`src/rtl/tmr16_chan.sv`:
```
module tmr16_chan #(
  parameter int W = 16
) (
  input  logic         clk,
  input  logic         rst_n,
  input  logic [7:0]   tick_src,
  input  logic         bus_wr,
  input  logic [2:0]   bus_addr,
  input  logic [W-1:0] bus_wdata,
  output logic [W-1:0] bus_rdata,
  input  logic [1:0]   cap_in,
  input  logic         enc_a,
  input  logic         enc_b,
  output logic [1:0]   wave_out,
  output logic         irq
);
  localparam logic [2:0] A_CTRL = 3'd0, A_PIN = 3'd1, A_CNT = 3'd2,
                         A_GR0 = 3'd3, A_GR1 = 3'd4, A_STS = 3'd5, A_IEN = 3'd6;
  localparam logic [W-1:0] ALL1 = {W{1'b1}};

  logic [6:0]   ctrl;
  logic [7:0]   pin;
  logic [3:0]   sts, ien;
  logic [W-1:0] cnt, cnt_nxt;
  logic [W-1:0] gr [2];
  logic [1:0]   cs1, cs2, cp;
  logic [2:0]   ea, eb;

  logic [1:0] mode;
  logic run, pwm, phase, tick, da, db, ok, fwd, up_step, dn_step, up, dn, step, clr, ovf, udf;
  logic [1:0] rise, fall, cap_ev, match;

  assign mode  = ctrl[4:3];
  assign run   = ctrl[5];
  assign pwm   = mode == 2'b01;
  assign phase = mode == 2'b10;
  assign tick  = run && !phase && tick_src[ctrl[2:0]];

  assign da      = ea[1] ^ ea[2];
  assign db      = eb[1] ^ eb[2];
  assign ok      = run && phase && (da ^ db);
  assign fwd     = da ? (ea[1] ^ eb[1]) : ~(ea[1] ^ eb[1]);
  assign up_step = ok && fwd;
  assign dn_step = ok && !fwd;

  assign up   = tick || up_step;
  assign dn   = dn_step;
  assign step = up || dn;
  assign clr  = tick && (cnt == gr[0]) && (pwm || ctrl[6]);
  assign ovf  = up && !clr && (cnt == ALL1);
  assign udf  = dn && (cnt == '0);

  assign rise = cs2 & ~cp;
  assign fall = ~cs2 & cp;

  for (genvar i = 0; i < 2; i++) begin : g_ev
    assign cap_ev[i] = pin[4*i] && ((pin[4*i+1] && rise[i]) || (pin[4*i+2] && fall[i]));
    assign match[i]  = !pin[4*i] && step && (cnt == gr[i]);
  end

  always_comb begin
    if (bus_wr && bus_addr == A_CNT) cnt_nxt = bus_wdata;
    else if (clr)                    cnt_nxt = '0;
    else if (up)                     cnt_nxt = cnt + 1'b1;
    else if (dn)                     cnt_nxt = cnt - 1'b1;
    else                             cnt_nxt = cnt;
  end

  always_ff @(posedge clk or negedge rst_n) begin
    if (!rst_n) begin
      cs1 <= '0; cs2 <= '0; cp <= '0;
      ea <= '0;  eb <= '0;
    end else begin
      cs1 <= cap_in; cs2 <= cs1; cp <= cs2;
      ea <= {ea[1:0], enc_a};
      eb <= {eb[1:0], enc_b};
    end
  end

  always_ff @(posedge clk or negedge rst_n) begin
    if (!rst_n) begin
      ctrl <= '0; pin <= '0; ien <= '0; sts <= '0; cnt <= '0;
      gr[0] <= '0; gr[1] <= '0; wave_out <= '0;
    end else begin
      cnt <= cnt_nxt;
      if (bus_wr && bus_addr == A_CTRL) ctrl <= bus_wdata[6:0];
      if (bus_wr && bus_addr == A_PIN)  pin  <= bus_wdata[7:0];
      if (bus_wr && bus_addr == A_IEN)  ien  <= bus_wdata[3:0];
      sts <= (sts & ~((bus_wr && bus_addr == A_STS) ? bus_wdata[3:0] : 4'd0))
             | {udf, ovf, match | cap_ev};
      for (int i = 0; i < 2; i++) begin
        if (bus_wr && bus_addr == A_GR0 + 3'(i)) gr[i] <= bus_wdata;
        else if (cap_ev[i])                      gr[i] <= cnt;
        if (bus_wr && bus_addr == A_PIN)         wave_out[i] <= bus_wdata[4*i+3];
        else if (pwm && i == 1)                  wave_out[i] <= cnt_nxt < gr[1];
        else if (match[i]) begin
          case (pin[4*i+1 +: 2])
            2'b01:   wave_out[i] <= 1'b0;
            2'b10:   wave_out[i] <= 1'b1;
            2'b11:   wave_out[i] <= ~wave_out[i];
            default: wave_out[i] <= wave_out[i];
          endcase
        end
      end
    end
  end

  always_comb begin
    case (bus_addr)
      A_CTRL:  bus_rdata = W'(ctrl);
      A_PIN:   bus_rdata = W'(pin);
      A_CNT:   bus_rdata = cnt;
      A_GR0:   bus_rdata = gr[0];
      A_GR1:   bus_rdata = gr[1];
      A_STS:   bus_rdata = W'(sts);
      A_IEN:   bus_rdata = W'(ien);
      default: bus_rdata = '0;
    endcase
  end

  assign irq = |(sts & ien);
endmodule

```
`config.mk`:
```
export PLATFORM = sky130hd
export DESIGN_NAME = tmr16_chan
export DESIGN_NICKNAME = d
export VERILOG_FILES = /design/src/rtl/tmr16_chan.sv
export SDC_FILE = /design/constraint.sdc
export NUM_CORES = 1
export LEC_CHECK = 0
export ABC_AREA = 1
export BUFFER_PORTS_ARGS = -buffer_cell sky130_fd_sc_hd__buf_2
export CORE_UTILIZATION = 50
export CTS_BUF_LIST = sky130_fd_sc_hd__clkbuf_8
export DETAILED_ROUTE_END_ITERATION = 12
export PLACE_DENSITY = 0.8
export SLEW_MARGIN = 20
export SYNTH_ARGS = -nofsm -noshare
export SYNTH_HDL_FRONTEND = slang
export SYNTH_SLANG_ARGS = --single-unit
```
`constraint.sdc`:
```
create_clock -name clk -period 2.6 [get_ports clk]
set_input_delay 0.52 -clock clk [delete_from_list [all_inputs] [get_ports clk]]
set_output_delay 0.52 -clock clk [all_outputs]
set_load 0.02 [all_outputs]
```
==> results_dict.tcl, run 1 <==
set metrics [dict create \
    outcome "complete, but fails checks" \
    violations "setup timing" \
    yosysTopAreaCellShare_pct 38.95 \
    netlist_instances 723 \
    finalSetupTns_ns -0.5531 \
    finalSetupViolCount 1 \
    post-dp-hpwl_um 14160 \
    slew_headroom_pct 59.18 \
    finalCriticalPeriod_ns 3.153 \
    grt-ovfl-total 0 \
    fp.dieW_um 106.5 \
    antenna_left 0 \
    io_buffers 52 \
    whs_ns 0.1310 \
    max_freq_ghz 0.3171 \
    clkLatencyLatePin_ns 0.38 \
    fp.dieArea_mm2 0.01135 \
    worstMarginPinSlew_ns 0.6123 \
    final.setup.worst_slack_ns -0.5531 \
    vias 5870 \
    final_common_cell "nand2_1" \
    antennaDiodeCount 0 \
    synth.distinct_cells 47 \
    die_h_um 106.5 \
    clockBufferDepth 2 \
    first_pass_iters 6 \
    fin_worst_skew_ns 0.01166 \
    final_nets 918 \
    ys_top_cells_by_area "dfrtp_1 39%, nand2_1 13%, o21ai_0 6.3%" \
    powerDensity_mw_per_mm2 991.6 \
    h-tree-depth 3 \
    startpoint "ea[1]$_DFF_PN0_" \
    cp_cell_sequence "xnor2_2, xor2_1, nand4_2, nor3_2, nand3_2, o21ai_2, nand2_1, xor2_1, o21ai_2, ha_1, a21oi_1, o21ai_0, a21o_1, a21oi_1, nand2_1, a21oi_2" \
    gp_congestion 1.001 \
    cts_root_buf "clkbuf_8" \
    finalNonFillerCells 1003 \
    arrival_ns 3.46 \
    async_flop_share_pct 100.0 \
    synth_top_cell_by_area "dfrtp_1" \
    worstReg2RegStart "ea[1]$_DFF_PN0_" \
    synth_seq_area_share_pct 38.95 \
    start_util_pct 52.20 \
    min_period_over_period_pct 121.3 \
    routed_wl_um 18570 \
    crit_type "flip-flop to flip-flop" \
    first_global_vias 5794 \
    critPathLaunchType "flip-flop" \
    cts_tree "done" \
    cp-end-kind "flip-flop" \
    antenna_found_initial 1 \
    rsz0062_at_grt "true" \
    core_mm2 0.01046 \
    final_core_util_pct 65.24 \
    grt_max_degree 47 \
    pre_cts_ws_ns -0.5104 \
    synth-edff-count 0 \
    track_usage_pct 34.33 \
    p_leak_nw 3.384 \
    grt_pass1_wl_um 29600 \
    numCtsBuffers 9 \
    ys_seq_elements 85 \
    critPathMaxFanout 3 \
    ir_drop_mv 0.4734 \
    dp_cells 985 \
    final_hold_viol_count 0 \
    synth_fp_nets 779 \
    yosys_most_used_dff "dfrtp_1" \
    slew_viol_final 0 \
    syn_avg_cell_area_um2 7.554 \
    io-pin-count 53 \
    synth_area_mm2 0.005461 \
    critical-path-slowest-cell "dfrtp_2" \
    num_rows 37 \
    drive_gt1_share_pct 23.99 \
    yosys_warnings 0 \
    wl_per_cell_um 18.51 \
    drc 0 \
    drt-initial-drc-count 737 \
    path_clk_slew_ns 0.10 \
    hold_class "input pin to asynchronous set/reset pin" \
    clkSinkCount 85 \
    final_cell_mix "184 x nand2_1, 102 x buf_4, 85 x inv_1" \
    max_cap_viol_count 0 \
    cp_slowest_stage_delay_ns 0.45 \
    hold_buffers 0 \
    area_growth_pct 24.97 \
    via_per_inst 5.852 \
    crit_required_ns 2.91 \
]
## where the power goes
part	total, mW	switching (mW)	internal [mW]
combinational	3.74	2.15	1.59
sequential	2.14	0.386	1.75
clock	0.889	0.539	0.350
## cells by family after synthesis
kind of cell	synth area share, %
xor+xnor	3.826
mux	0.2062
fa+ha+maj	5.040
buf+inv	8.797
compound gates	21.58
flops	38.95
simple gates	21.60
## area by class of cell
class | count | area, um2
flip-flops and latches | 85 | 2128
clock buffers | 9 | 123.9
fillers | 938 | 3637
clock inverters | 7 | 51.30
multi-input cells | 514 | 2919
repair buffers | 156 | 1072
inverters | 96 | 360.3
well taps | 136 | 170.2
## state kept, by name, summed over array words and instances (netlist names), 3 cells and up
signal	flops
ctrl	7
ea	3
ien	4
sts	4
pin	8
eb	3
gr	32
cnt	16
## final timing paths
check / to / slack [ns] / cells past startpoint
min: ien[0]$_DFFE_PN0P_ / 0.13 / 1
max reg2reg: wave_out[1]$_DFFE_PN0P_ / -0.55 / 16
min in group clk: cs1[0]$_DFF_PN0_ / 0.24 / 1
min reg2reg: cs2[1]$_DFF_PN0_ / 0.36 / 0
max: wave_out[1]$_DFFE_PN0P_ / -0.55 / 16
max in group asynchronous: cnt[6]$_DFF_PN0_ / 1.77 / 2
## critical path: cells and delay by family (launching register included)
kind                       cells  cell delay [ns]
AOI/OAI and AO/OA              7             1.01
and+or+nand+nor                5             0.76
xor gates and xnor gates       3             0.60
DFF                            1             0.45
adders and majority gates      1             0.27
## routing by layer
metal / vias to the layer above / global-route usage, % / share of wire, %
li1: 2722 / - / -
met3: 56 / 4.476 / 9.6
met5: - / 0 / 0.059
met4: 2 / 15.75 / 3.2
met2: 317 / 53.25 / 44
met1: 2773 / 47.72 / 43
## per-stage QoR
| stage | cell area, um2 | power (mW) |
|---|---|---|
| detailed placement | 6576 | 5.731 |
| global placement | 6576 | 5.610 |
| CTS | 6802 | 6.671 |
| global route | 6825 | 7.246 |
| floorplan | 5468 | 4.166 |
| finish | 6825 | 6.768 |
## timing repair
action | CTS | global route
setup buffers | 2 | 0
pin swaps | 7 | 8
gates cloned | 0 | 0
setup endpoints to repair | 1 | 2
resized for setup | 10 | 6
## cells in the mapped netlist, drive strengths merged, types with 6 or more instances
cell type / number
nand2: 185
inv: 96
dfrtp: 85
o21ai: 81
nor2: 42
o211ai: 32
nand3: 29
ha: 22
o22ai: 21
clkbuf: 16
xor2: 15
o221ai: 13
a21oi: 12
buf: 12
nor3: 8
xnor2: 8
nand4: 6
Note: power is estimated with default switching activity, not from simulation.
==> run 2, diff against run 1 <==
PLACE_DENSITY = not set   (was 0.8)
PLACE_DENSITY_LB_ADDON = 0.12   (was not set)
==> run 2 against run 1 <==
Compared with the run above:
- the flow still finishes with violations (setup timing)
- sequential power hardly changed
- wire length is 0.74% lower
- clock skew is 0.0035 ns higher
- worst setup slack better by 0.035 ns
- total power is 3.7% higher
- sequential share of layout area is 0.83 points lower
- via count is 0.34% lower
- die area stayed put
- critical path depth stayed put
- register-to-register slack better by 0.03 ns
- non-clock buffer count is 20 higher
- critical path type unchanged
- highest routed layer is now met4
==> results_dict.tcl, run 2 (synthesized netlist as in run 1, its figures left out) <==
set metrics [dict create \
    finalSetupTns_ns -0.5184 \
    antennaDiodeCount 0 \
    routed_wl_um 18430 \
    drive_gt1_share_pct 25.62 \
    drc 0 \
    finalCriticalPeriod_ns 3.118 \
    clkLatencyLatePin_ns 0.38 \
    rsz0062_at_grt "true" \
    start_util_pct 52.20 \
    powerDensity_mw_per_mm2 1001 \
    comb_power_share_pct 54.5 \
    gp_congestion 0.9567 \
    cts_root_buf "clkbuf_8" \
    outcome "complete, but fails checks" \
    final_area_mm2 0.007013 \
    finalNonFillerCells 1022 \
    fp.dieW_um 106.5 \
    final_core_util_pct 67.03 \
    cp-end-kind "flip-flop" \
    use_met2_pct 51.95 \
    min_period_over_period_pct 119.9 \
    arrival_ns 3.42 \
    final_cell_mix "184 x nand2_1, 123 x buf_4, 86 x inv_1" \
    fp.dieArea_mm2 0.01135 \
    slew_headroom_pct 69.02 \
    use_met1_pct 46.70 \
    fill_cells 948 \
    max_freq_ghz 0.3207 \
    dp_cells 1000 \
    via_per_inst 5.724 \
    crit_type "flip-flop to flip-flop" \
    hold_class "input pin to asynchronous set/reset pin" \
    p_seq_share_pct 30.4 \
    num_rows 37 \
    final_common_cell "nand2_1" \
    busiest_layer "met2" \
    post-dp-hpwl_um 14210 \
    slew_viol_final 0 \
    clockBufferDepth 2 \
    grt_max_degree 60 \
    drt-initial-drc-count 587 \
    ir_drop_mv 0.6590 \
    critPathMaxFanout 3 \
    area_growth_pct 28.41 \
    final_hold_viol_count 0 \
    p_sw_share_pct 43.65 \
    worstMarginPinSlew_ns 0.4636 \
    wl_per_cell_um 18.03 \
    final_nets 938 \
    final.setup.worst_slack_ns -0.5184 \
    grt-ovfl-total 0 \
    first_global_vias 5821 \
    path_clk_slew_ns 0.10 \
    antenna_left 0 \
    p_leak_nw 3.505 \
    core_mm2 0.01046 \
    largest_reg_flops 32 \
    use_met3_pct 9.013 \
    multi_input_area_mm2 0.002932 \
    largest-register "gr" \
    p_switching_mw 3.063 \
    cts_tree "done" \
    crit_required_ns 2.90 \
    antenna_found_initial 0 \
    first_pass_iters 6 \
    critPathLaunchType "flip-flop" \
    grt_pass1_wl_um 29640 \
    top_regs "gr: 32 flops, cnt: 16 flops, pin: 8 flops" \
    io_buffers 52 \
    track_usage_pct 34.75 \
    max_cap_viol_count 0 \
    io-pin-count 53 \
    numCtsBuffers 9 \
    regArea_mm2 0.002128 \
    clkSinkCount 85 \
    die_h_um 106.5 \
    power.internal_mw 3.954 \
    finalSetupViolCount 1 \
    postPlaceCellArea_mm2 0.006676 \
    violations "setup timing" \
    h-tree-depth 3 \
    clkPwrFrac_pct 15.1 \
    fin_worst_skew_ns 0.01517 \
    vias 5850 \
]
==> run 2: worst max-delay path, cell delays in order, from the launching register on <==
cell and delay [ns]:
dfrtp_2 0.45, xnor2_2 0.21, xor2_1 0.23, nand4_2 0.19, nor3_2 0.24, nand3_2 0.14
o21ai_2 0.19, nand2_1 0.11, xor2_1 0.15, o21ai_1 0.19, ha_1 0.29, a21oi_2 0.14
o21ai_1 0.07, a21o_1 0.16, a21oi_2 0.12, nand2_1 0.07, a21oi_2 0.10
==> run 2: per-layer routing <==
metal | share of wire, % | vias up | routed length [um]
met5 | 0 | - | 0
met4 | 3.7 | 0 | 686
met3 | 9.1 | 56 | 1686
met2 | 43 | 281 | 7869
met1 | 44 | 2736 | 8185
li1 | - | 2777 | -
==> run 2: power groups by stage <==
stage	clock, mW	combinational [mW]	sequential [mW]
after CTS	1.07	3.71	2.12
after global routing	1.12	4.24	2.18
final	1.06	3.82	2.13
after floorplan	0	2.09	2.08
after global placement	0	3.57	2.12
after detailed placement	0	3.64	2.15
==> run 2: worst paths after layout <==
kind                                  start                       to  slack, ns  cells past startpoint
max                         ea[1]$_DFF_PN0_  wave_out[1]$_DFFE_PN0P_      -0.52                     16
min                                   rst_n       pin[0]$_DFFE_PN0P_       0.04                      1
max reg2reg                 ea[1]$_DFF_PN0_  wave_out[1]$_DFFE_PN0P_      -0.52                     16
min reg2reg                cs1[1]$_DFF_PN0_         cs2[1]$_DFF_PN0_       0.35                      0
max in group asynchronous             rst_n        gr[8]$_DFFE_PN0P_       1.89                      2
min in group clk                  cap_in[0]         cs1[0]$_DFF_PN0_       0.24                      1
==> run 2: timing repair <==
item,4_1_cts,5_1_grt
hold buffers,0,0
setup buffers,3,4
cloned,0,0
pin swaps,11,10
setup endpoints to repair,1,1
resized for setup,5,12
==> run 2: layout make-up <==
type | count | area share [%]
clock inverters | 6 | 1.267
clock buffers | 9 | 1.766
repair buffers | 176 | 17.25
well taps | 136 | 2.426
flip-flops and latches | 85 | 30.35
multi-input cells | 514 | 41.80
inverters | 96 | 5.138
==> run 2: through the flow <==
step / power, mW / setup WS (ns) / hold WS [ns]
3_3_place_gp: 5.690 / -0.4383 / 0.3341
6_report: 7.017 / -0.5184 / 0.04365
5_1_grt: 7.542 / -0.7567 / 0.06531
4_1_cts: 6.902 / -0.5154 / 0.04925
2_1_floorplan: 4.166 / -0.2117 / 0.2244
3_5_place_dp: 5.782 / -0.5430 / 0.3355
==> run 3, diff against run 2 <==
ABC_AREA = 0   (was 1)
CTS_CLUSTER_DIAMETER = 120   (was not set)
==> run 3 against run 2 <==
Compared with the run above:
- the flow still finishes with violations (setup timing)
- non-clock buffer count fell by 9
- sequential share of layout area decreased by 0.22 points
- total power is 8.8% lower
- wire length is 0.98% lower
- sequential cell count unchanged
- maximum frequency is 4.7% lower
- combinational power down 12%
- highest routed layer unchanged
==> results_dict.tcl, run 3 <==
set metrics [dict create \
    hold_class "input pin to asynchronous set/reset pin" \
    fin_worst_skew_ns 0.01287 \
    finalSetupViolCount 1 \
    outcome "complete, but fails checks" \
    num_rows 38 \
    timing.rr.end "wave_out[1]$_DFFE_PN0P_" \
    start_util_pct 51.29 \
    area_growth_pct 27.05 \
    synth_area_mm2 0.005560 \
    final.setup.worst_slack_ns -0.6733 \
    crit_type "flip-flop to flip-flop" \
    grt_max_degree 45 \
    track_usage_pct 33.81 \
    final_cell_mix "115 x buf_4, 89 x nand2_1, 84 x dfrtp_1" \
    yosysTopAreaCellShare_pct 38.25 \
    clkSinkCount 85 \
    use_met3_pct 6.235 \
    use_met2_pct 51.66 \
    antenna_found_initial 0 \
    ir_drop_mv 0.5656 \
    synth.most_common_cell "nand2_1" \
    critPathLaunchType "flip-flop" \
    drive_gt1_share_pct 30.29 \
    gp_congestion 0.9507 \
    min_period_over_period_pct 125.9 \
    async_flop_share_pct 100.0 \
    synth.distinct_cells 57 \
    hold_buffers 0 \
    max_freq_ghz 0.3055 \
    cts_tree "done" \
    powerDensity_mw_per_mm2 905.5 \
    routed_wl_um 18250 \
    ys_seq_elements 85 \
    vias 5230 \
    final_nets 818 \
    core_mm2 0.01084 \
    final_core_util_pct 65.17 \
    cts_root_buf "clkbuf_8" \
    h-tree-depth 3 \
    first_global_vias 5070 \
    synth_common_cells "90 x nand2_1, 85 x dfrtp_1, 50 x o21ai_0, 40 x xor2_1, 36 x mux2i_1" \
    rsz0062_at_grt "true" \
    ys_top_cells_by_area "dfrtp_1 38%, mux2i_1 6.5%, xor2_1 6.3%" \
    finalCriticalPeriod_ns 3.273 \
    numCtsBuffers 9 \
    cp-end-kind "flip-flop" \
    drt-initial-drc-count 433 \
    final_common_cell "buf_4" \
    reg2reg_setup_slack_ns -0.67 \
    synth-edff-count 0 \
    clockBufferDepth 2 \
    busiest_layer "met2" \
    antenna_left 0 \
    post-dp-hpwl_um 13670 \
    top_regs "gr: 32 flops, cnt: 16 flops, pin: 8 flops" \
    max_cap_viol_count 0 \
    io_buffers 52 \
    yosys_warnings 0 \
    die_h_um 107.5 \
    crit_required_ns 2.90 \
    largest-register "gr" \
    fp.dieArea_mm2 0.01155 \
    slew_viol_final 0 \
    first_pass_iters 5 \
    io-pin-count 53 \
    grt_pass1_wl_um 28680 \
    drc 0 \
    synth_top_cell_by_area "dfrtp_1" \
    syn_avg_cell_area_um2 8.854 \
    violations "setup timing" \
    antennaDiodeCount 0 \
    final_hold_viol_count 0 \
    grt-ovfl-total 0 \
    largest_reg_flops 32 \
    yosys_most_used_dff "dfrtp_1" \
    slew_headroom_pct 59.76 \
    clkLatencyLatePin_ns 0.39 \
    wl_per_cell_um 20.14 \
    netlist_instances 628 \
    p_leak_nw 3.406 \
    synth_seq_area_share_pct 38.25 \
    use_met1_pct 48.20 \
    startpoint "cnt[4]$_DFF_PN0_" \
    synth_fp_nets 684 \
    critPathMaxFanout 5 \
    finalSetupTns_ns -0.6733 \
    arrival_ns 3.57 \
    worstReg2RegStart "cnt[4]$_DFF_PN0_" \
    fp.dieW_um 107.5 \
    path_clk_slew_ns 0.09 \
    worstMarginPinSlew_ns 0.6036 \
    via_per_inst 5.773 \
    total_power_mw 6.397 \
    reg2reg_depth 13 \
]
run 3: cell types whose count changed after synthesis, sizes merged, moves of 17 or more:
cell | previous run | this run
a21oi | 12 | 33
a22oi | 0 | 23
clkbuf | 16 | 34
inv | 96 | 26
mux2 | 1 | 18
mux2i | 0 | 36
nand2 | 185 | 90
o211ai | 32 | 1
o21ai | 81 | 52
o22ai | 21 | 4
xor2 | 15 | 40
run 3: routing by layer:
metal	vias up	wire length (um)
met4	0	367
met5	-	0
met2	213	8273
met1	2509	8201
met3	25	1405
li1	2483	-
run 3: worst max-delay path by stage:
stage | endpoint
after global routing | wave_out[1]$_DFFE_PN0P_
after global placement | wave_out[1]$_DFFE_PN0P_
after detailed placement | wave_out[1]$_DFFE_PN0P_
after floorplan | wave_out[1]$_DFFE_PN0P_
final | wave_out[1]$_DFFE_PN0P_
after CTS | wave_out[1]$_DFFE_PN0P_
run 3: power by group:
part	total (mW)	switching (mW)	leakage (nW)	internal, mW
sequential	2.14	0.418	1.02	1.72
clock	0.891	0.522	0.0862	0.370
combinational	3.37	1.79	2.30	1.58
total	6.40	2.73	3.41	3.67
run 3: area by class of cell:
cell class,instances,area [um2]
tap,140,175.2
clock buffer,10,137.6
timing repair buffer,167,1139
fill,936,3776
clock inverter,5,36.28
sequential,85,2128
multi-input combinational,473,3351
inverter,26,97.59
run 3: logic make-up (layout without fill, tap and decap cells):
logic type                 count (synthesis)  count (layout)  share of synthesized area (%)
AOI/OAI and AO/OA                        143             143                          16.02
muxes                                     55              55                          10.60
DFF                                       85              85                          38.25
adders and majority gates                 22              22                          4.950
and+or+nand+nor                          205             205                          17.62
xor gates and xnor gates                  48              48                          7.561
buffers and inverters                     70             208                          4.995
run 3: worst max-delay path: stages (launching register included):
cell and delay (ns):
dfrtp_1 0.45, or4_4 0.59, nor3_4 0.25, nand4_1 0.14, or3_1 0.33, o31ai_1 0.11, buf_4 0.18, xnor2_1 0.11
o21ai_1 0.10, ha_1 0.32, a21boi_0 0.14, o21ai_1 0.21, nand2_1 0.10, o221ai_2 0.18
run 3: through the flow:
stage / hold WS [ns] / cells / setup slack [ns] / area [um2]
6_report: 0.1258 / 906 / -0.6733 / 7064
5_1_grt: 0.1709 / 906 / -0.8296 / 7064
4_1_cts: 0.1575 / 902 / -0.6571 / 6950
3_5_place_dp: 0.3434 / 885 / -0.9471 / 6670
3_3_place_gp: 0.3334 / 885 / -0.8680 / 6670
2_1_floorplan: 0.2244 / 628 / -0.4772 / 5583
run 3: timing repair:
item / in CTS / in global routing
gates cloned: 0 / 0
buffers inserted: 2 / 4
endpoints found under the setup margin: 1 / 3
pin swaps: 10 / 10
gates resized for setup: 25 / 16
